## config.mk

```make
export PLATFORM = sky130hd
export DESIGN_NAME = crtc_timing_gen
export DESIGN_NICKNAME = d
export VERILOG_FILES = /design/src/rtl/crtc_pkg.sv /design/src/rtl/crtc_cfg_shadow.sv /design/src/rtl/crtc_raster_cnt.sv /design/src/rtl/crtc_window.sv /design/src/rtl/crtc_timing_gen.sv
export SDC_FILE = /design/constraint.sdc
export NUM_CORES = 1
export LEC_CHECK = 0
export BUFFER_PORTS_ARGS = -buffer_cell sky130_fd_sc_hd__buf_2
export CORE_MARGIN = 4
export CORE_UTILIZATION = 35
export CTS_CLUSTER_DIAMETER = 50
export DETAILED_ROUTE_END_ITERATION = 6
export PLACE_DENSITY = 0.58
export SYNTH_ARGS = -nofsm -noshare
export SYNTH_HDL_FRONTEND = slang
export SYNTH_SLANG_ARGS = --single-unit
```

## constraint.sdc

```tcl
create_clock -name clk -period 4 [get_ports clk]
set_input_delay 0 -clock clk [delete_from_list [all_inputs] [get_ports clk]]
set_output_delay 0 -clock clk [all_outputs]
set_load 0.01 [all_outputs]
```

## src/rtl/crtc_pkg.sv

```systemverilog
package crtc_pkg;
  localparam int CHAR_LOG = 3;
  localparam int HTOT_W   = 10;
  localparam int HDSP_W   = 9;
  localparam int HSS_W    = 13;
  localparam int HSW_W    = 6;
  localparam int VTOT_W   = 16;
  localparam int VDSP_W   = 16;
  localparam int VSS_W    = 12;
  localparam int VSW_W    = 5;
  localparam int FIELD_HI = 16;
  localparam int POL_BIT  = 23;

  localparam int X_W    = HTOT_W + CHAR_LOG;
  localparam int HWIN_W = X_W + 1;
  localparam int VWIN_W = VTOT_W + 2;

  typedef struct packed {
    logic [X_W-1:0]    h_last;
    logic [HWIN_W-1:0] h_disp_len;
    logic [HWIN_W-1:0] hs_start;
    logic [HWIN_W-1:0] hs_len;
    logic              hs_pol;
    logic [VTOT_W-1:0] v_last;
    logic [VWIN_W-1:0] v_disp_len;
    logic [VWIN_W-1:0] vs_start;
    logic [VWIN_W-1:0] vs_len;
    logic              vs_pol;
  } crtc_cfg_t;

  // Unpacks the four timing words into pixel/line window bounds.
  function automatic crtc_cfg_t crtc_decode(input logic [31:0] hspan,
                                            input logic [31:0] hsyn,
                                            input logic [31:0] vspan,
                                            input logic [31:0] vsyn);
    crtc_cfg_t        c;
    logic [HSW_W-1:0] hw;
    logic [VSW_W-1:0] vw;
    hw = hsyn[FIELD_HI +: HSW_W];
    if (hw == '0) hw = HSW_W'(1);
    vw = vsyn[FIELD_HI +: VSW_W];
    if (vw == '0) vw = VSW_W'(1);
    c.h_last     = {hspan[HTOT_W-1:0], {CHAR_LOG{1'b1}}};
    c.h_disp_len = (HWIN_W'(hspan[FIELD_HI +: HDSP_W]) + HWIN_W'(1)) << CHAR_LOG;
    c.hs_start   = HWIN_W'(hsyn[HSS_W-1:0]);
    c.hs_len     = HWIN_W'(hw) << CHAR_LOG;
    c.hs_pol     = hsyn[POL_BIT];
    c.v_last     = vspan[VTOT_W-1:0];
    c.v_disp_len = VWIN_W'(vspan[FIELD_HI +: VDSP_W]) + VWIN_W'(1);
    c.vs_start   = VWIN_W'(vsyn[VSS_W-1:0]) + VWIN_W'(1);
    c.vs_len     = VWIN_W'(vw);
    c.vs_pol     = vsyn[POL_BIT];
    return c;
  endfunction
endpackage

```

## src/rtl/crtc_cfg_shadow.sv

```systemverilog
module crtc_cfg_shadow
  import crtc_pkg::*;
(
  input  logic        clk,
  input  logic        rst_n,
  input  logic        load,
  input  logic [31:0] h_span,
  input  logic [31:0] h_sync,
  input  logic [31:0] v_span,
  input  logic [31:0] v_sync,
  output crtc_cfg_t   cfg
);
  always_ff @(posedge clk or negedge rst_n) begin
    if (!rst_n)    cfg <= '0;
    else if (load) cfg <= crtc_decode(h_span, h_sync, v_span, v_sync);
  end
endmodule

```

## src/rtl/crtc_raster_cnt.sv

```systemverilog
module crtc_raster_cnt
  import crtc_pkg::*;
(
  input  logic              clk,
  input  logic              rst_n,
  input  logic [X_W-1:0]    h_last,
  input  logic [VTOT_W-1:0] v_last,
  output logic [X_W-1:0]    x,
  output logic [VTOT_W-1:0] y,
  output logic              run,
  output logic              load_cfg
);
  localparam logic [X_W-1:0]    X_ONE = X_W'(1);
  localparam logic [VTOT_W-1:0] Y_ONE = VTOT_W'(1);

  logic x_end, y_end;
  assign x_end    = (x == h_last);
  assign y_end    = (y == v_last);
  assign load_cfg = !run || (x_end && y_end);

  always_ff @(posedge clk or negedge rst_n) begin
    if (!rst_n) begin
      run <= 1'b0;
      x   <= '0;
      y   <= '0;
    end else if (!run) begin
      run <= 1'b1;
    end else if (x_end) begin
      x <= '0;
      y <= y_end ? '0 : y + Y_ONE;
    end else begin
      x <= x + X_ONE;
    end
  end
endmodule

```

## src/rtl/crtc_window.sv

```systemverilog
module crtc_window #(
  parameter int W = 8
) (
  input  logic [W-1:0] pos,
  input  logic [W-1:0] start,
  input  logic [W-1:0] len,
  output logic         hit
);
  logic [W:0] stop;
  assign stop = {1'b0, start} + {1'b0, len};
  assign hit  = (pos >= start) && ({1'b0, pos} < stop);
endmodule

```

## src/rtl/crtc_timing_gen.sv

```systemverilog
module crtc_timing_gen
  import crtc_pkg::*;
(
  input  logic              clk,
  input  logic              rst_n,
  input  logic [31:0]       h_span_i,
  input  logic [31:0]       h_sync_i,
  input  logic [31:0]       v_span_i,
  input  logic [31:0]       v_sync_i,
  input  logic              blank_de_i,
  input  logic              blank_hs_i,
  input  logic              blank_vs_i,
  output logic              hsync_o,
  output logic              vsync_o,
  output logic              de_o,
  output logic [X_W-1:0]    pix_x_o,
  output logic [VTOT_W-1:0] line_y_o
);
  crtc_cfg_t         cfg;
  logic              run, load_cfg;
  logic [X_W-1:0]    x;
  logic [VTOT_W-1:0] y;
  logic              h_vis, v_vis, hs_act, vs_act;
  logic [HWIN_W-1:0] xw;
  logic [VWIN_W-1:0] yw;

  crtc_cfg_shadow u_shadow (
    .clk(clk), .rst_n(rst_n), .load(load_cfg),
    .h_span(h_span_i), .h_sync(h_sync_i),
    .v_span(v_span_i), .v_sync(v_sync_i), .cfg(cfg)
  );

  crtc_raster_cnt u_cnt (
    .clk(clk), .rst_n(rst_n), .h_last(cfg.h_last), .v_last(cfg.v_last),
    .x(x), .y(y), .run(run), .load_cfg(load_cfg)
  );

  assign xw = HWIN_W'(x);
  assign yw = VWIN_W'(y);

  crtc_window #(.W(HWIN_W)) u_hvis (.pos(xw), .start('0), .len(cfg.h_disp_len), .hit(h_vis));
  crtc_window #(.W(VWIN_W)) u_vvis (.pos(yw), .start('0), .len(cfg.v_disp_len), .hit(v_vis));
  crtc_window #(.W(HWIN_W)) u_hsw  (.pos(xw), .start(cfg.hs_start), .len(cfg.hs_len), .hit(hs_act));
  crtc_window #(.W(VWIN_W)) u_vsw  (.pos(yw), .start(cfg.vs_start), .len(cfg.vs_len), .hit(vs_act));

  assign de_o     = run & h_vis & v_vis & ~blank_de_i;
  assign hsync_o  = (run & hs_act & ~blank_hs_i) ^ cfg.hs_pol;
  assign vsync_o  = (run & vs_act & ~blank_vs_i) ^ cfg.vs_pol;
  assign pix_x_o  = x;
  assign line_y_o = y;
endmodule

```

==> flow_summary.ini <==
[run_status]
status = complete, no violations

[power_and_ir_drop]
power_mw = 3.846
p_int_mw = 2.759
p_sw_frac = 0.2827
p_seq_frac = 0.385
powerDensity_nw_per_um2 = 361.9
combPwrFrac = 0.209
clockPowerShare = 0.407
p_leak_nw = 5.080
p_switching_mw = 1.087
ir_drop_mv = 0.1734

[floorplanning]
die_h_um = 159.6
num_rows = 55
die-area_um2 = 25480
die_w_um = 159.6
fp.coreArea_um2 = 22640
ios = 165
start_util = 0.3553

[worst_setup_path]
reg2reg_depth = 8
r2r-end = u_shadow.cfg[31]
r2r-start = u_cnt.x[4]
critical_path.max_stage_delay_ns = 0.40
cp.arrival_ns = 3.86
worst_setup_path_start_kind = flip-flop
critical_path.cell_chain = ha_1, fa_1, a21o_1, a21oi_2, o21bai_1, a21oi_2, xnor2_1, ha_1, a2111oi_0, a21oi_1, o22ai_1, nor4bb_2, xor2_1, buf_2
critPathKind = reg -> out
timing.reg2reg.setup_slack_ns = 1.15
worst_ep_required_time_ns = 4.00
endpoint_kind = primary output
slowest_stage = fa_1
cp_max_fo = 3

[yosys]
syn_area_per_cell_um2 = 9.555
syn_inst = 842
synth-async-reset-ratio = 1.000
syn_area_um2 = 8045
synth_ff_type = dfrtp_1
synth_edf_count = 0
synth_cell_types = 57
synth-seq-cells = 123
synth_warnings = 0
yosysSeqAreaShare = 0.3826
syn_nets = 1066

[sta]
relSlewSlack = 0.4673
fmax_mhz = 259.3
fin_crit_sh = 0.9643
tightest_slew_ns = 0.7991
fin_crit_ns = 3.857
finClkSkew_ns = 0.008270
setup_tns_ns = 0
slew_viol_final = 0
worst_slack_ns = 0.1428
setup_viol = 0
hold_viol = 0

[place]
place_inst = 1243
dp_hpwl_um = 15430
pre_cts_slack_ns = 0.5050
place_congestion = 0.7905
port_buffers = 125

[cts]
cts_buffer_depth = 2
path_clk_slew_ns = 0.05
cts_tree = built
cts_sinks = 123
clockRootBuffer = clkbuf_16
h-tree-depth = 4
cts_buffers = 17
cts_setup_buffers = 0
clkLatencyLatePin_ns = 0.42

[grt]
grt_max_degree = 69
grt_pass1_wl_um = 35360
grt_pass1_vias = 7089
grt_usage = 0.1698
grt.overflow.total = 0
grt_antenna_before_repair = 0

[route]
post_drt_wl_per_cell_um = 15.54
drc = 0
drt_iter0_drc = 283
postRouteAntennaNets = 0
wl_um = 21270
viasPerCell = 4.983
vias = 6822
firstDrtPassIters = 5

[hold_path]
hp-class = in -> reg
hold_end = u_shadow.cfg[110]
holdPathStages = 5
hp-start = h_span_i[17]

[final_layout]
area_growth_syn_to_layout_pct = 32.08
drive_gt1_frac = 0.1874
nets = 1295
instances_no_fill = 1369

[job]
maxCapViolations = 0
-- cell families (layout without fill, tap and decap cells) --
logic type                 count (synthesis)  in the layout  share of synthesized area
AOI/OAI and AO/OA                        185            185                     0.1342
xor gates and xnor gates                  84             84                    0.09145
adders and majority gates                 91             91                     0.1434
buffers and inverters                     86            327                    0.04510
DFF                                      123            123                     0.3826
muxes                                     39             39                    0.05443
other                                      1              2                  0.0004661
and+or+nand+nor                          233            233                     0.1484
-- Yosys cell counts, types with 3 or more instances --
library cell	instances	area, um2
a211oi_1	3	22.52
a31oi_1	5	31.28
clkbuf_1	7	26.28
and4_1	4	35.03
xnor2_1	62	543.0
nand4_1	20	125.1
o21ai_1	10	50.05
o21ai_0	71	355.3
nor4_1	4	25.02
dfrtp_1	123	3078
mux2_2	18	202.7
buf_2	14	70.07
nor3_1	3	15.01
nor2b_1	7	43.79
buf_4	4	30.03
and3_1	17	106.4
o2111ai_1	3	26.28
nand2b_1	11	68.82
o21a_1	3	22.52
mux2_1	20	225.2
inv_1	60	225.2
xor2_1	22	192.7
nand3_1	30	150.1
o21bai_1	3	22.52
o31ai_1	11	82.58
and2_1	3	18.77
ha_1	89	1114
a21o_1	18	135.1
a21oi_1	45	225.2
nand2_1	76	285.3
nor2_1	42	157.7
-- sequential cells by signal, summed over array words and instances, names as in the netlist --
register and count:
u_shadow.cfg 93, u_cnt.y 16, u_cnt.x 13, u_cnt.run 1
-- power groups by stage --
stage / sequential [mW] / combinational [mW] / clock, mW
floorplan: 1.47 / 0.489 / 0
global placement: 1.50 / 0.701 / 0
detailed placement: 1.50 / 0.726 / 0
CTS: 1.48 / 0.802 / 1.60
global route: 1.50 / 0.921 / 1.65
finish: 1.48 / 0.802 / 1.56
-- timing repair --
action / in CTS / in global routing
setup endpoints to repair: 0 / 2
resized for setup: 0 / 9
hold buffers: 94 / 0
hold endpoints to repair: 149 / 0
-- cell type report --
class	count	area, um2
multi-input combinational	633	4658
inverter	60	225.2
sequential	123	3078
antenna	1	2.502
clock inverter	9	120.1
fill	2133	12010
clock buffer	22	464.2
tap	285	356.6
timing repair buffer	236	1722
-- per-stage QoR --
| step | hold slack (ns) | utilization | area (um2) |
|---|---|---|---|
| finish | 0.04366 | 0.4694 | 10630 |
| global route | 0.05651 | 0.4692 | 10620 |
| CTS | 0.02795 | 0.4672 | 10580 |
| detailed placement | 0.1389 | 0.3998 | 9052 |
| global placement | 0.1389 | 0.3998 | 9052 |
| floorplan | -0.2956 | - | 8045 |
-- layout by cell type, fill, tap and decap left out, types with 4 or more instances in the layout --
cell,n
buf_2,124
dfrtp_1,123
o21ai_0,71
nor2_1,41
nor2b_1,7
buf_4,16
inv_1,60
xnor2_1,62
nand3_1,30
and3_1,17
and4_1,4
a31oi_1,5
nand2_1,75
mux2_1,20
a21o_1,18
clkbuf_16,17
dlygate4sd3_1,94
mux2_2,18
nor4_1,4
xor2_1,22
nand2b_1,11
a21oi_1,43
o31ai_1,11
o21ai_1,10
clkinv_2,6
ha_1,89
nand4_1,20
-- per-layer routing --
metal,part of all wire,GRT usage,up-vias
met1,0.44,0.2109,3245
li1,-,-,3432
met5,0,0,-
met4,0.015,0.04852,0
met3,0.049,0.04026,20
met2,0.50,0.2949,125
-- worst max-delay path by stage --
| stage | startpoint | to | slack (ns) | cells after the start |
|---|---|---|---|---|
| after floorplan | u_shadow.cfg[75] | hsync_o | 0.84 | 13 |
| after global placement | u_shadow.cfg[75] | hsync_o | 0.55 | 14 |
| after detailed placement | u_shadow.cfg[19] | vsync_o | 0.51 | 15 |
| after CTS | u_shadow.cfg[75] | hsync_o | 0.02 | 14 |
| after global routing | u_shadow.cfg[75] | hsync_o | -0.06 | 14 |
| final | u_shadow.cfg[75] | hsync_o | 0.14 | 14 |
-- critical path, delay by kind of cell (launching register included) --
kind                       cells  cell delay [ns]
AOI/OAI and AO/OA              7             1.34
xor gates and xnor gates       2             0.34
adders and majority gates      3             0.88
buffers and inverters          1             0.16
DFF                            1             0.39
and+or+nand+nor                1             0.31
(Power assumes the default switching activity.)
